===== src/rtl/fptr_pkg.sv =====
package fptr_pkg;

    typedef enum logic [1:0] {
        MODE_DUAL      = 2'd0,
        MODE_TO_MERGED = 2'd1,
        MODE_MERGED    = 2'd2,
        MODE_TO_DUAL   = 2'd3
    } mode_state_e;

    localparam int NUM_CH = 3;
    localparam int CH_RX  = 0;
    localparam int CH_TX0 = 1;
    localparam int CH_TX1 = 2;

endpackage


===== src/rtl/fptr_mode_ctl.sv =====
module fptr_mode_ctl
    import fptr_pkg::*;
(
    input  logic clk,
    input  logic rst_n,
    input  logic one_chan_i,
    output logic merged_o,
    output logic flush_o
);

    mode_state_e state_q, state_d;

    always_ff @(posedge clk or negedge rst_n) begin
        if (!rst_n) state_q <= MODE_DUAL;
        else        state_q <= state_d;
    end

    always_comb begin
        state_d = state_q;
        unique case (state_q)
            MODE_DUAL:      if (one_chan_i)  state_d = MODE_TO_MERGED;
            MODE_TO_MERGED:                  state_d = MODE_MERGED;
            MODE_MERGED:    if (!one_chan_i) state_d = MODE_TO_DUAL;
            MODE_TO_DUAL:                    state_d = MODE_DUAL;
            default:                         state_d = MODE_DUAL;
        endcase
    end

    always_comb begin
        merged_o = 1'b0;
        flush_o  = 1'b0;
        unique case (state_q)
            MODE_DUAL:      begin merged_o = 1'b0; flush_o = 1'b0; end
            MODE_TO_MERGED: begin merged_o = 1'b1; flush_o = 1'b1; end
            MODE_MERGED:    begin merged_o = 1'b1; flush_o = 1'b0; end
            MODE_TO_DUAL:   begin merged_o = 1'b0; flush_o = 1'b1; end
            default:        begin merged_o = 1'b0; flush_o = 1'b0; end
        endcase
    end

    // a transition state lasts exactly one cycle
    assert_flush_single_R8: assert property (@(posedge clk) disable iff (!rst_n)
        flush_o |=> !flush_o);

    // leaving dual mode always lands in merged mode
    assert_enter_merged_R8: assert property (@(posedge clk) disable iff (!rst_n)
        (state_q == MODE_TO_MERGED) |=> (state_q == MODE_MERGED));

endmodule


===== src/rtl/fptr_chan.sv =====
module fptr_chan #(
    parameter int AW   = 9,
    parameter int CW   = 8,
    parameter int BASE = 0
) (
    input  logic          clk,
    input  logic          rst_n,
    input  logic          clr_i,
    input  logic          en_i,
    input  logic [AW-1:0] last_i,
    input  logic [CW-1:0] depth_i,
    input  logic          push_i,
    input  logic          pop_i,
    output logic [AW-1:0] wr_addr_o,
    output logic [AW-1:0] rd_addr_o,
    output logic [CW-1:0] count_o,
    output logic          full_o,
    output logic          empty_o,
    output logic          ovf_o,
    output logic          udf_o
);

    localparam logic [AW-1:0] BASE_A = AW'(BASE);

    logic [AW-1:0] wptr_q, rptr_q, wptr_n, rptr_n;
    logic [CW-1:0] count_q;
    logic          acc_push, acc_pop;
    logic          ovf_q, udf_q;

    always_comb begin
        full_o   = en_i ? (count_q == depth_i) : 1'b1;
        empty_o  = en_i ? (count_q == '0)      : 1'b1;
        acc_push = push_i && en_i && !clr_i && (count_q != depth_i);
        acc_pop  = pop_i  && en_i && !clr_i && (count_q != '0);
        wptr_n   = (wptr_q == last_i) ? BASE_A : wptr_q + AW'(1);
        rptr_n   = (rptr_q == last_i) ? BASE_A : rptr_q + AW'(1);
    end

    always_ff @(posedge clk or negedge rst_n) begin
        if (!rst_n) begin
            wptr_q  <= BASE_A;
            rptr_q  <= BASE_A;
            count_q <= '0;
            ovf_q   <= 1'b0;
            udf_q   <= 1'b0;
        end else begin
            ovf_q <= push_i && !clr_i && !acc_push;
            udf_q <= pop_i  && !clr_i && !acc_pop;
            if (clr_i) begin
                wptr_q  <= BASE_A;
                rptr_q  <= BASE_A;
                count_q <= '0;
            end else begin
                if (acc_push) wptr_q <= wptr_n;
                if (acc_pop)  rptr_q <= rptr_n;
                unique case ({acc_push, acc_pop})
                    2'b10:   count_q <= count_q + CW'(1);
                    2'b01:   count_q <= count_q - CW'(1);
                    default: count_q <= count_q;
                endcase
            end
        end
    end

    assign wr_addr_o = wptr_q;
    assign rd_addr_o = rptr_q;
    assign count_o   = count_q;
    assign ovf_o     = ovf_q;
    assign udf_o     = udf_q;

    // an accepted push away from the region end moves one word up
    assert_push_advance_R2: assert property (@(posedge clk) disable iff (!rst_n)
        (push_i && en_i && !clr_i && !full_o && wptr_q != last_i)
        |=> (wptr_q == $past(wptr_q) + AW'(1)));

    // the last word of the region is followed by the base
    assert_wrap_R3: assert property (@(posedge clk) disable iff (!rst_n)
        (push_i && en_i && !clr_i && !full_o && wptr_q == last_i)
        |=> (wptr_q == BASE_A));

    // a push alone on a full channel leaves the count alone
    assert_no_overflow_R4: assert property (@(posedge clk) disable iff (!rst_n)
        (push_i && !pop_i && full_o && !clr_i) |=> (count_q == $past(count_q)));

    // a rejected push is reported the following cycle
    assert_ovf_flag_R4: assert property (@(posedge clk) disable iff (!rst_n)
        (push_i && full_o && !clr_i) |=> ovf_o);

    // a rejected pop is reported the following cycle
    assert_udf_flag_R5: assert property (@(posedge clk) disable iff (!rst_n)
        (pop_i && empty_o && !clr_i) |=> udf_o);

    // a paired push and pop in the middle keeps the count
    assert_pair_level_R6: assert property (@(posedge clk) disable iff (!rst_n)
        (push_i && pop_i && en_i && !clr_i && !full_o && !empty_o)
        |=> (count_q == $past(count_q)));

endmodule


===== src/rtl/fifo_ptr_bank.sv =====
module fifo_ptr_bank
    import fptr_pkg::*;
#(
    parameter  int RX_WORDS       = 192,
    parameter  int TX_WORDS       = 96,
    parameter  int LIST_COUNT     = 3,
    parameter  int LIST_WORDS     = 16,
    parameter  int BYTES_PER_WORD = 8,
    localparam int NCH            = NUM_CH,
    localparam int LIST_BASE      = RX_WORDS + 2 * TX_WORDS,
    localparam int TOTAL_WORDS    = LIST_BASE + LIST_COUNT * LIST_WORDS,
    localparam int AW             = $clog2(TOTAL_WORDS),
    localparam int MAX_WORDS      = (RX_WORDS > 2 * TX_WORDS) ? RX_WORDS : 2 * TX_WORDS,
    localparam int CW             = $clog2(MAX_WORDS + 1),
    localparam int LW             = CW + $clog2(BYTES_PER_WORD)
) (
    input  logic              clk,
    input  logic              rst_n,
    input  logic              one_chan_i,
    input  logic [NCH-1:0]    push_i,
    input  logic [NCH-1:0]    pop_i,
    output logic [NCH*AW-1:0] wr_addr_o,
    output logic [NCH*AW-1:0] rd_addr_o,
    output logic [NCH*LW-1:0] level_o,
    output logic [NCH-1:0]    full_o,
    output logic [NCH-1:0]    empty_o,
    output logic [NCH-1:0]    ovf_o,
    output logic [NCH-1:0]    udf_o
);

    logic merged, flush;

    fptr_mode_ctl u_mode (
        .clk        (clk),
        .rst_n      (rst_n),
        .one_chan_i (one_chan_i),
        .merged_o   (merged),
        .flush_o    (flush)
    );

    for (genvar i = 0; i < NCH; i++) begin : g_ch
        localparam int BASE = (i == 0) ? 0 : RX_WORDS + (i - 1) * TX_WORDS;

        logic [AW-1:0] last;
        logic [CW-1:0] depth;
        logic          en, clr;
        logic [CW-1:0] count;
        logic [AW-1:0] wa, ra;

        if (i == CH_RX) begin : g_rx
            assign last  = AW'(RX_WORDS - 1);
            assign depth = CW'(RX_WORDS);
            assign en    = 1'b1;
            assign clr   = 1'b0;
        end else if (i == CH_TX0) begin : g_tx0
            assign last  = merged ? AW'(LIST_BASE - 1) : AW'(BASE + TX_WORDS - 1);
            assign depth = merged ? CW'(2 * TX_WORDS) : CW'(TX_WORDS);
            assign en    = 1'b1;
            assign clr   = flush;
        end else begin : g_tx1
            assign last  = AW'(BASE + TX_WORDS - 1);
            assign depth = CW'(TX_WORDS);
            assign en    = !merged;
            assign clr   = flush;
        end

        fptr_chan #(.AW(AW), .CW(CW), .BASE(BASE)) u_chan (
            .clk       (clk),
            .rst_n     (rst_n),
            .clr_i     (clr),
            .en_i      (en),
            .last_i    (last),
            .depth_i   (depth),
            .push_i    (push_i[i]),
            .pop_i     (pop_i[i]),
            .wr_addr_o (wa),
            .rd_addr_o (ra),
            .count_o   (count),
            .full_o    (full_o[i]),
            .empty_o   (empty_o[i]),
            .ovf_o     (ovf_o[i]),
            .udf_o     (udf_o[i])
        );

        assign wr_addr_o[i*AW +: AW] = wa;
        assign rd_addr_o[i*AW +: AW] = ra;
        assign level_o[i*LW +: LW]   = LW'(count) * LW'(BYTES_PER_WORD);

        // addresses stay below the list area
        assert_list_region_R10: assert property (@(posedge clk) disable iff (!rst_n)
            (wa < AW'(LIST_BASE)) && (ra < AW'(LIST_BASE)));
    end

    // the transition state leaves both transmit channels empty
    assert_flush_clear_R8: assert property (@(posedge clk) disable iff (!rst_n)
        flush |=> (level_o[CH_TX0*LW +: LW] == '0) && (level_o[CH_TX1*LW +: LW] == '0));

endmodule


===== config.mk =====
export PLATFORM = sky130hd
export DESIGN_NAME = fifo_ptr_bank
export DESIGN_NICKNAME = d
export VERILOG_FILES = /design/src/rtl/fptr_pkg.sv /design/src/rtl/fptr_mode_ctl.sv /design/src/rtl/fptr_chan.sv /design/src/rtl/fifo_ptr_bank.sv
export SDC_FILE = /design/constraint.sdc
export NUM_CORES = 1
export LEC_CHECK = 0
export CELL_PAD_IN_SITES_DETAIL_PLACEMENT = 0
export CELL_PAD_IN_SITES_GLOBAL_PLACEMENT = 1
export CORE_MARGIN = 2
export CORE_UTILIZATION = 34
export CTS_BUF_LIST = sky130_fd_sc_hd__clkbuf_4
export CTS_CLUSTER_SIZE = 16
export DETAILED_ROUTE_END_ITERATION = 16
export PLACE_DENSITY_LB_ADDON = 0.1
export SLEW_MARGIN = 20
export SYNTH_ARGS = -nofsm -noshare
export SYNTH_HDL_FRONTEND = slang
export SYNTH_HIERARCHICAL = 1
export SYNTH_SLANG_ARGS = --single-unit

===== constraint.sdc =====
create_clock -name clk -period 7.4 [get_ports clk]
set_clock_uncertainty 0.2 [all_clocks]
set_input_delay 1.11 -clock clk [delete_from_list [all_inputs] [get_ports clk]]
set_output_delay 1.11 -clock clk [all_outputs]
set_load 0.01 [all_outputs]

== After elaboration in Yosys (flattened, before gate mapping) ==
Index checks and enable logic that the tools add are counted.

* Bits in registers: 86
* Bits of input ports: 9
* Output and inout bits: 99

* $add $sub $neg: 12
* Eq/ne operators: 23
* Mux-type cells: 28
* Reductions and logical operators: 47

{| class="wikitable"
|+ Operators with widths
! cell !! number
|-
| $mux 9 || 14
|-
| $add 9x1->9 const B || 6
|-
| $pmux 8 s2 || 3
|-
| $add 8x1->8 const B || 3
|-
| $logic_not 8->1 || 3
|-
| $mux 8 || 3
|-
| $reduce_bool 8->1 || 3
|-
| $sub 8x1->8 const B || 3
|-
| $logic_and 1x1->1 || 20
|-
| $eq 9x8->1 const B || 2
|-
| $eq 9x9->1 || 2
|-
| $eq 9x9->1 const B || 2
|-
| $eq 2x2->1 const B || 5
|-
| $reduce_bool 2->1 || 5
|-
| $eq 2x1->1 const B || 4
|-
| $eq 8x7->1 const B || 1
|-
| $eq 8x8->1 || 1
|-
| $eq 8x8->1 const B || 1
|-
| $logic_not 1->1 || 8
|-
| $ne 8x7->1 const B || 1
|-
| $ne 8x8->1 || 1
|-
| $ne 8x8->1 const B || 1
|-
| $pmux 2 s4 || 1
|-
| $reduce_or 2->1 || 4
|-
| 8 further kinds || 13
|}

== Longest topological paths before layout ==
Gate-level depths: netlist (run 1).

* Depth after elaboration: 10
* Gate-level depth with buffers: 16
* Depth with buffers taken out: 15

== Cells and area by module ==
The synthesis (run 1) kept the hierarchy.

{| class="wikitable"
|+ Modules (own cells, without submodules)
! module !! instances !! cells an instance !! area an instance (µm²) !! sequential area each (µm²)
|-
| fptr_chan (g_ch[0].u_chan) || 1 || 227 || 2068.2 || 700.7
|-
| fptr_chan (g_ch[1].u_chan) || 1 || 224 || 2054.5 || 705.7
|-
| fptr_chan (g_ch[2].u_chan) || 1 || 226 || 2039.5 || 705.7
|-
| fptr_mode_ctl || 1 || 15 || 173.9 || 50.0
|-
| fifo_ptr_bank || 1 || 12 || 78.8 || 0.0
|}

== Worst setup path before layout (run 1) ==
OpenSTA, ideal clock, no wires.

* Kind: input to register
* Start: input port pop_i[1]
* End: register g_ch[1].u_chan.count_q[6]
* Arrival: 3.373 ns
* Required time: 7.135 ns
* Path slack: 3.762 ns
* Stages on the path: 11
* Buffers on the path: 1
* Cells stage by stage: nor2b_1 -> o311ai_4 -> buf_6 -> nor2_1 -> xor2_1 -> ha_1 -> or3_1 -> a21oi_1 -> o21ai_0 -> a2111oi_0 -> a211o_1

* Word-level cells in the longest chain between the ends: 5
* Elaborated cells between the ends (all ways): 7

{| class="wikitable"
|+ RTL lines
! element !! RTL line !! text
|-
| start: declaration || fifo_ptr_bank.sv:21 || <nowiki>input logic [NCH-1:0] pop_i,</nowiki>
|-
| $logic_and 1x1->1 * (2 in series) || fptr_chan.sv:34 || <nowiki>acc_pop = pop_i && en_i && !clr_i && (count_q != '0);</nowiki>
|-
| $eq 2x1->1 or $eq 2x2->1 (tied branches) || fptr_chan.sv:56 || <nowiki>unique case ({acc_push, acc_pop})</nowiki>
|-
| $pmux 8 s2 || fptr_chan.sv:56 ||
|-
| $mux 8 || fptr_chan.sv:49 || <nowiki>if (clr_i) begin</nowiki>
|-
| end signal: assignment || fptr_chan.sv:57 || <nowiki>2'b10: count_q <= count_q + CW'(1);</nowiki>
|-
| end signal: assignment || fptr_chan.sv:58 || <nowiki>2'b01: count_q <= count_q - CW'(1);</nowiki>
|-
| end signal: assignment || fptr_chan.sv:59 || <nowiki>default: count_q <= count_q;</nowiki>
|-
| end: declaration || fptr_chan.sv:26 || <nowiki>logic [CW-1:0] count_q;</nowiki>
|}

Every way passes the cells marked *; elsewhere a longest branch is shown, timed or not.
A chain may end at the register's enable or synchronous reset.

== Final worst setup path (run 1) ==
* Start: register u_mode.state_q[1]
* End: register g_ch[1].u_chan.count_q[6]

* Word-level cells in the longest chain between the ends: 9
* Elaborated cells between the ends (all ways): 22

{| class="wikitable"
|+ RTL lines
! element !! RTL line !! text
|-
| start: declaration || fptr_mode_ctl.sv:11 || <nowiki>mode_state_e state_q, state_d;</nowiki>
|-
| start signal: assignment || fptr_mode_ctl.sv:15 || <nowiki>else state_q <= state_d;</nowiki>
|-
| $eq 2x2->1, or another cell as far along || fptr_mode_ctl.sv:32 || <nowiki>unique case (state_q)</nowiki>
|-
| $reduce_or 2->1 (no line) || -- ||
|-
| $pmux 1 s2 * || fptr_mode_ctl.sv:32 ||
|-
| named net merged || fifo_ptr_bank.sv:31 || <nowiki>logic merged, flush;</nowiki>
|-
| $mux 8 * || fifo_ptr_bank.sv:57 || <nowiki>assign depth = merged ? CW'(2 * TX_WORDS) : CW'(TX_WORDS);</nowiki>
|-
| $ne 8x8->1 * || fptr_chan.sv:33 || <nowiki>acc_push = push_i && en_i && !clr_i && (count_q != depth_i);</nowiki>
|-
| $logic_and 1x1->1 * || fptr_chan.sv:33 ||
|-
| $eq 2x1->1 or $eq 2x2->1 (tied branches) || fptr_chan.sv:56 ||
|-
| $pmux 8 s2 || fptr_chan.sv:56 ||
|-
| $mux 8 || fptr_chan.sv:49 ||
|}

Mark *: on every way through the listed nets, which the timed path passes. The rest lies on a longest branch.

==> flow_summary_export.csv, run 1 <==
group,metric,value,unit
finish,multiInputGateArea,4299,µm²
place,pre_cts_slack,2.699,ns
sta,final_max_slew_viol_count,0,
synthesis,ys_top_cells_by_area,"dfrtp_1 (30%), xor2_1 (8.5%), xnor2_1 (4.9%), ha_1 (4.7%), o21ai_0 (4.4%)",
drt,firstDrtPassIters,5,
place,placed_area,7821,µm²
sta,fmax,0.2191,GHz
clocking,postCtsHoldBufs,0,
drt,ant_nets,0,
sta,final-hold-violation-count,0,
clocking,clk_pin_slew,0.15,ns
sta,finalSetupViolCount,0,
synthesis,ys_types,71,
critical_path,end_kind,"register",
place,hpwl,11640,µm
grt,grt_max_degree,65,
sta,fin_crit_sh,61.67,%
finish,fillCellCount,1874,
drt,drtIter0Drc,225,
sta,layout_setup_ws,2.837,ns
finish,regArea,2162,µm²
floorplan,ioPinCount,108,
synthesis,synth_edf_count,0,
grt,track_usage,16.51,%
finish,nets,911,
floorplan,chipWidth,141.4,µm
critical_path,crit_path_max_fanout,17,
power,power,2.283,mW
finish,drive_above_1_share,6.229,%
sta,post-route-min-period,4.563,ns
synthesis,ys_ff_latch,86,
finish,post-route-util,43.00,%
finish,syn2layout_area_growth,24.56,%
clocking,cts_max_level,3,
hold_path,hold_path.class,"in2async",
sta,fin_setup_tns,0,ns
drt,avgRoutedWirePerCell,14.71,µm
synthesis,yosysWarnings,6,
sta,rsz0062_at_grt,"false",
power,ir_drop,0.1092,mV
place,placed_cells,1101,
place,port_buffers,98,
flow_run,drv_cap,0,
synthesis,synth.most_common_cell,"dfrtp_1",
critical_path,crit_arrival,4.76,ns
grt,grt_antenna_before_repair,1,
synthesis,yosysTopAreaCellShare,30.43,%
clocking,cts_buffers,9,
run_status,status,"finished, final reports clean",
grt,grt.overflow.total,0,
critical_path,crit_required,7.60,ns
critical_path,rrSetupSlack,2.84,ns
drt,drc,0,
floorplan,die_y,141.4,µm
synthesis,async_reset_ff_share,100.0,%
sta,slew_headroom,35.28,%
synthesis,yosys.area.top_type,"dfrtp_1",
synthesis,synth_common_cells,"dfrtp_1 (78), xor2_1 (62), o21ai_0 (57), nand2_1 (52), nor2_1 (48)",
grt,grt_pass1_vias,5373,
place,routabilityCongestion,0.8306,
critical_path,worstSetupStartpointType,"register",
floorplan,start_util,34.53,%
floorplan,dieArea,19980,µm²
power,leakagePower,3.564,nW
clocking,post_cts_resize_count,0,
drt,drt-total-wl,16450,µm
drt,vias,5562,
floorplan,placement_rows,50,
clocking,cts_sinks,86,
clocking,root_buffer,"clkbuf_4",
synthesis,synth_cells,704,
finish,instances_no_fill,1118,
floorplan,fp.coreArea,18580,µm²
critical_path,worst_r2r_path_depth,14,
critical_path,path_class,"reg2reg",
sta,hold_ws,0.3353,ns
synthesis,avgSynthCellArea,9.112,µm²
finish,fin_area,7990,µm²
clocking,cts_tree,"done",
clocking,clockBufferDepth,2,
clocking,clk_latency,0.45,ns
synthesis,synthesis.area,6415,µm²
power,powerDensity,285.7,nW/µm²
sta,tightest_slew,0.9438,ns
clocking,cts_setup_buffers,0,
synthesis,synth-main-ff-cell,"dfrtp_1",
synthesis,synth_sequential_area_ratio,33.70,%
drt,via_per_inst,4.975,
grt,grt_pass1_wl,26850,µm
-- worst max-delay path, stage by stage, from the launching register on --
cell and delay (ns):
dfrtp_1 0.44, inv_1 0.10, ha_1 0.50, inv_1 0.22, xor2_1 0.17, nor2_1 0.08
a31oi_2 0.70, nor2_1 0.31, xor2_1 0.22, ha_1 0.25, or3_1 0.31, a21oi_1 0.28
o21ai_0 0.15, a2111oi_0 0.40, a211o_1 0.16
-- state kept, by name, summed over array words and instances, names as in the netlist --
signal                 count
g_ch.u_chan/ovf_o          3
g_ch.u_chan/wr_addr_o     27
g_ch.u_chan/rd_addr_o     27
u_mode/state_q             2
g_ch.u_chan/count_o       24
g_ch.u_chan/udf_o          3
-- layout make-up --
type	count	area share, %
Tap cell	234	3.664
Timing Repair Buffer	101	12.53
Multi-Input combinational cell	661	53.81
Inverter	19	0.8926
Clock buffer	12	1.127
Sequential cell	86	27.06
Antenna cell	1	0.03132
Clock inverter	4	0.8926
-- logic make-up (layout without fill, tap and decap cells) --
group,Yosys count,count (layout),synth area share [%]
AND/OR/NAND/NOR,247,247,20.50
buffers and inverters,53,136,4.974
other,2,99,0.1171
XOR/XNOR,98,98,13.38
AO/OA/AOI/OAI,179,179,20.25
flip-flops,86,86,33.70
multiplexers,15,15,2.399
adder cells (fa/ha/maj),24,24,4.681
-- cell usage in the layout (no fill, tap or decap), drive strengths merged, types with 13 or more instances in the layout --
| master | Yosys | final |
|---|---|---|
| conb | 2 | 98 |
| clkdlybuf4s50 | 0 | 97 |
| dfrtp | 78 | 78 |
| xor2 | 62 | 62 |
| o21ai | 60 | 60 |
| nand2 | 53 | 53 |
| nor2 | 49 | 49 |
| xnor2 | 36 | 36 |
| nand3 | 32 | 32 |
| and3 | 25 | 25 |
| ha | 24 | 24 |
| nand2b | 21 | 21 |
| o31ai | 21 | 21 |
| a21oi | 20 | 20 |
| inv | 19 | 19 |
| a31oi | 13 | 13 |
-- report_power, final --
group | internal (mW) | switching [mW]
Clock | 0.148 | 0.177
Combinational | 0.542 | 0.711
Sequential | 0.549 | 0.156
Total | 1.24 | 1.04
-- routing by layer --
layer / track usage (%) / share of wire, % / vias up
met2: 27.62 / 47 / 82
met4: 5.211 / 1.2 / 0
li1: - / - / 2793
met5: 0 / 0 / -
met1: 22.24 / 49 / 2676
met3: 2.194 / 2.6 / 11
-- worst paths after layout --
kind / from / endpoint
worst max-delay path: u_mode/state_q[1] / g_ch[1].u_chan/count_o[6]
max in group asynchronous: rst_n / g_ch[0].u_chan/wr_addr_o[6]
min in group clk: g_ch[1].u_chan/rd_addr_o[7] / g_ch[1].u_chan/rd_addr_o[7]
worst max register to register: u_mode/state_q[1] / g_ch[1].u_chan/count_o[6]
worst min-delay path: rst_n / g_ch[2].u_chan/count_o[6]
worst min register to register: g_ch[1].u_chan/rd_addr_o[7] / g_ch[1].u_chan/rd_addr_o[7]
(Power assumes the default switching activity.)
==> run 2: changes to the inputs <==
- clock period: 7.4 -> 3.7 ns (I/O delays scaled with it)
==> run 2 against run 1 <==
Effect of this change: register-to-register slack worse by 2.5 ns; critical path depth down 1; cell area up 2.0%; clock power up 79%.
==> flow_summary_export.csv, run 2 (synthesis results as in run 1) <==
group,metric,value,unit
floorplan,ioPinCount,108,
clocking,cts_tree,"done",
clocking,cts_buffers,9,
finish,fin_area,8148,µm²
clocking,root_buffer,"clkbuf_4",
sta,hold_ws,0.3501,ns
place,routabilityCongestion,0.8366,
grt,grt.overflow.total,0,
sta,slew_headroom,54.76,%
place,hpwl,11980,µm
clocking,cts_max_level,3,
critical_path,worstSetupStartpointType,"register",
floorplan,die_y,141.4,µm
drt,ant_nets,0,
finish,drive_above_1_share,8.950,%
place,pre_cts_slack,0.1257,ns
grt,grt_antenna_before_repair,1,
grt,grt_pass1_vias,5492,
finish,final_common_cell,"conb_1",
drt,vias,5656,
clocking,cts_setup_buffers,0,
run_status,status,"finished, final reports clean",
floorplan,start_util,34.53,%
critical_path,crit_path_max_fanout,13,
finish,fillCellCount,1829,
floorplan,placement_rows,50,
sta,fin_crit_sh,91.66,%
place,placed_area,7979,µm²
finish,nets,933,
place,placed_cells,1122,
finish,instances_no_fill,1140,
finish,final_cell_mix,"conb_1 (98), clkdlybuf4s50_1 (97), dfrtp_1 (78)",
grt,grt_pass1_wl,27770,µm
hold_path,hold_path.class,"reg2reg",
flow_run,drv_cap,0,
sta,final-hold-violation-count,0,
sta,final_max_slew_viol_count,0,
sta,finalSetupViolCount,0,
power,leakagePower,3.661,nW
floorplan,dieArea,19980,µm²
critical_path,end_kind,"register",
critical_path,crit_required,3.91,ns
sta,fmax,0.2949,GHz
sta,rsz0062_at_grt,"false",
drt,via_per_inst,4.961,
drt,drtIter0Drc,163,
clocking,clockBufferDepth,2,
floorplan,chipWidth,141.4,µm
clocking,clk_pin_slew,0.14,ns
clocking,clk_latency,0.45,ns
sta,fin_setup_tns,0,ns
floorplan,fp.coreArea,18580,µm²
drt,firstDrtPassIters,4,
critical_path,crit_arrival,3.60,ns
finish,syn2layout_area_growth,27.01,%
drt,drt-total-wl,16620,µm
critical_path,path_class,"reg2reg",
sta,tightest_slew,0.6745,ns
place,port_buffers,98,
sta,post-route-min-period,3.391,ns
grt,grt_max_degree,46,
drt,avgRoutedWirePerCell,14.58,µm
power,ir_drop,0.1869,mV
power,powerDensity,574.0,nW/µm²
drt,drc,0,
clocking,cts_sinks,86,
grt,track_usage,17.01,%
sta,layout_setup_ws,0.3086,ns
run 2: metal layers:
layer  track usage, %  vias to the layer above  wire, µm
li1                 -                     2834         -
met1            23.06                     2699      8039
met2            28.31                      117      7872
met3            2.734                        6       592
met4            4.526                        0       113
met5                0                        -         0
run 2: worst max-delay path, cell delays in order, from the launching register on:
cell and delay (ns):
dfrtp_1 0.43, inv_1 0.10, ha_1 0.17, or2_2 0.40, nand3b_1 0.22, a31oi_2 0.17
nor2_1 0.09, xor2_1 0.15, ha_1 0.24, or3_1 0.34, a21oi_2 0.20, o21ai_0 0.13
a2111oi_1 0.36, a211o_1 0.15
run 2: per-stage QoR:
step	util, %	power (mW)
CTS	43.74	4.719
finish	43.85	4.677
detailed placement	42.94	4.106
global placement	42.94	4.062
floorplan	-	3.182
global route	43.85	5.080
run 2: what timing repair did:
item | 4_1_cts | 5_1_grt
hold endpoints to repair | 39 | 0
setup endpoints to repair | 0 | 3
gates resized for setup | 0 | 6
hold buffers | 1 | 0
run 2: area by class of cell:
| cell class | count | area (µm²) | area share (%) |
|---|---|---|---|
| Multi-Input combinational cell | 661 | 4312 | 52.92 |
| Tap cell | 234 | 292.8 | 3.593 |
| Inverter | 19 | 71.32 | 0.8753 |
| Clock inverter | 4 | 48.80 | 0.5989 |
| Clock buffer | 12 | 90.09 | 1.106 |
| Timing Repair Buffer | 123 | 1169 | 14.34 |
| Antenna cell | 1 | 2.502 | 0.03071 |
| Sequential cell | 86 | 2162 | 26.54 |
run 2: path summary, 6_finish.rpt:
path                                                   from                     endpoint  slack (ns)  cells after the start
max in group asynchronous                             rst_n  g_ch[2].u_chan/wr_addr_o[5]        2.01                      3
worst min-delay path            g_ch[1].u_chan/wr_addr_o[8]  g_ch[1].u_chan/wr_addr_o[8]        0.35                      1
worst max register to register            u_mode/state_q[1]    g_ch[1].u_chan/count_o[6]        0.31                     13
min in group asynchronous                             rst_n    g_ch[1].u_chan/count_o[5]        0.46                      2
worst min register to register  g_ch[1].u_chan/wr_addr_o[8]  g_ch[1].u_chan/wr_addr_o[8]        0.35                      1
worst max-delay path                      u_mode/state_q[1]    g_ch[1].u_chan/count_o[6]        0.31                     13
run 2: where the power goes:
| group | total, mW | switching, mW | leakage (nW) | internal (mW) |
|---|---|---|---|---|
| registers | 1.36 | 0.257 | 1.14 | 1.10 |
| clock network | 0.581 | 0.354 | 0.0712 | 0.227 |
| logic | 2.74 | 1.53 | 2.45 | 1.21 |
| total | 4.68 | 2.14 | 3.66 | 2.54 |
==> run 3: changes to the inputs <==
- SETUP_SLACK_MARGIN: not set -> 0.3
==> run 3 against run 2 <==
Effect of this change: clock-buffer cell count down 3; combinational power up 7%; sequential power about the same; power up 3.2%; largest cell class unchanged; critical endpoint is now empty_o[2]; setup slack better by 0.099 ns; largest power group unchanged; cell area up 2.2%; non-clock buffer count up 11; wire length up 0.31%.
==> flow_summary_export.csv, run 3 (synthesis results as in run 1) <==
group,metric,value,unit
flow_run,drv_cap,0,
finish,nets,944,
power,powerDensity,579.3,nW/µm²
finish,drive_above_1_share,12.01,%
critical_path,crit_path_max_fanout,10,
place,placed_area,8016,µm²
place,hpwl,12090,µm
run_status,status,"finished, final reports clean",
critical_path,end_kind,"primary output",
sta,post-route-min-period,3.292,ns
critical_path,crit_required,2.94,ns
grt,grt_pass1_vias,5475,
sta,fmax,0.3037,GHz
floorplan,chipWidth,141.4,µm
drt,drt-total-wl,16670,µm
finish,syn2layout_area_growth,29.82,%
critical_path,worstSetupStartpointType,"register",
clocking,cts_buffers,9,
floorplan,ioPinCount,108,
floorplan,fp.coreArea,18580,µm²
grt,grt_antenna_before_repair,2,
floorplan,start_util,34.53,%
critical_path,crit_arrival,2.54,ns
clocking,clockBufferDepth,2,
clocking,cts_sinks,86,
place,routabilityCongestion,0.7780,
sta,final_max_slew_viol_count,0,
critical_path,worst_r2r_path_depth,11,
drt,drc,0,
drt,ant_nets,0,
sta,fin_crit_sh,88.98,%
finish,final_cell_mix,"conb_1 (98), clkdlybuf4s50_1 (97), dfrtp_1 (75)",
finish,post-route-util,44.82,%
sta,tightest_slew,1.013,ns
sta,final-hold-violation-count,0,
critical_path,crit_path_max_incr_delay,0.62,ns
clocking,clk_latency,0.46,ns
clocking,root_buffer,"clkbuf_4",
sta,finalSetupViolCount,0,
sta,slew_headroom,31.88,%
grt,track_usage,16.82,%
sta,fin_setup_tns,0,ns
floorplan,die_y,141.4,µm
clocking,cts_tree,"done",
power,power,4.824,mW
floorplan,dieArea,19980,µm²
power,leakagePower,3.712,nW
finish,fillCellCount,1845,
hold_path,hold_depth,1,
sta,rsz0062_at_grt,"true",
place,port_buffers,98,
critical_path,slowest_stage,"clkdlybuf4s50_1",
grt,grt_pass1_wl,27540,µm
power,ir_drop,0.1808,mV
drt,via_per_inst,4.957,
grt,grt_max_degree,52,
clocking,cts_max_level,3,
drt,drtIter0Drc,324,
drt,avgRoutedWirePerCell,14.46,µm
grt,grt.overflow.total,0,
drt,vias,5715,
critical_path,worstPathCellList,"or4_4 > o31ai_1 > clkdlybuf4s50_1",
critical_path,path_class,"reg2out",
floorplan,placement_rows,50,
clocking,clk_pin_slew,0.15,ns
finish,final_common_cell,"conb_1",
finish,fin_area,8328,µm²
drt,firstDrtPassIters,5,
hold_path,hold_path.class,"reg2reg",
[run 3: cell count changes in the layout (fill, tap and decap cells not counted), moves of 2 or more]
cell,change
ha_2,+3
nor2_1,-2
clkbuf_4,-3
nor4_1,-3
nor4_2,+3
dfrtp_1,-3
ha_1,-4
buf_4,+11
dfrtp_2,+3
clkinv_2,+3
diode_2,+2
[run 3: critical path: cells and delay by family (launching register included)]
kind / cells / cell delay (ns)
buf+inv: 1 / 0.62
simple gates: 1 / 0.57
flops: 1 / 0.53
compound gates: 1 / 0.36
[run 3: final cells by class]
type                            instances  area, µm²  share of cell area (%)
Antenna cell                            3      7.507                 0.09014
Clock buffer                            9      67.56                  0.8113
Clock inverter                          7      65.06                  0.7812
Inverter                               19      71.32                  0.8564
Multi-Input combinational cell        661       4407                   52.91
Sequential cell                        86       2166                   26.01
Tap cell                              234      292.8                   3.516
Timing Repair Buffer                  134       1251                   15.02
[run 3: final timing paths]
kind                                                   from                     endpoint  slack (ns)
worst min register to register  g_ch[1].u_chan/rd_addr_o[7]  g_ch[1].u_chan/rd_addr_o[7]        0.36
worst max-delay path              g_ch[2].u_chan/count_o[4]                   empty_o[2]        0.41
worst max register to register    g_ch[2].u_chan/count_o[4]    g_ch[2].u_chan/count_o[6]        0.45
worst min-delay path            g_ch[1].u_chan/rd_addr_o[7]  g_ch[1].u_chan/rd_addr_o[7]        0.36
max in group asynchronous                             rst_n  g_ch[1].u_chan/rd_addr_o[7]        2.02
min in group asynchronous                             rst_n         g_ch[2].u_chan/udf_o        0.46
[run 3: what timing repair did]
item,CTS,global route
hold endpoints to repair,45,0
endpoints found under the setup margin,5,10
hold buffers,1,0
pin swaps,3,9
buffers inserted,5,4
resized for setup,8,18
[run 3: where the power goes]
part	switching, mW	internal [mW]	total [mW]
clock network	0.349	0.202	0.551
logic	1.59	1.33	2.93
registers	0.245	1.10	1.35
[run 3: per-stage QoR]
step / worst slack [ns] / cells / hold slack [ns]
floorplan: 0.3203 / 800 / 0.05941
global placement: 0.2436 / 1124 / 0.3378
detailed placement: 0.1367 / 1124 / 0.3411
CTS: 0.3078 / 1146 / 0.3616
global route: 0.2894 / 1153 / 0.3804
finish: 0.4076 / 1153 / 0.3616
[run 3: layer usage]
metal / vias up / part of all wire [%] / track usage [%] / wire, µm
met5: - / 0 / 0 / 0
met4: 0 / 1.3 / 4.895 / 210
met3: 16 / 3.3 / 3.004 / 542
met2: 107 / 49 / 28.33 / 8132
met1: 2734 / 47 / 22.17 / 7784
li1: 2858 / - / - / -
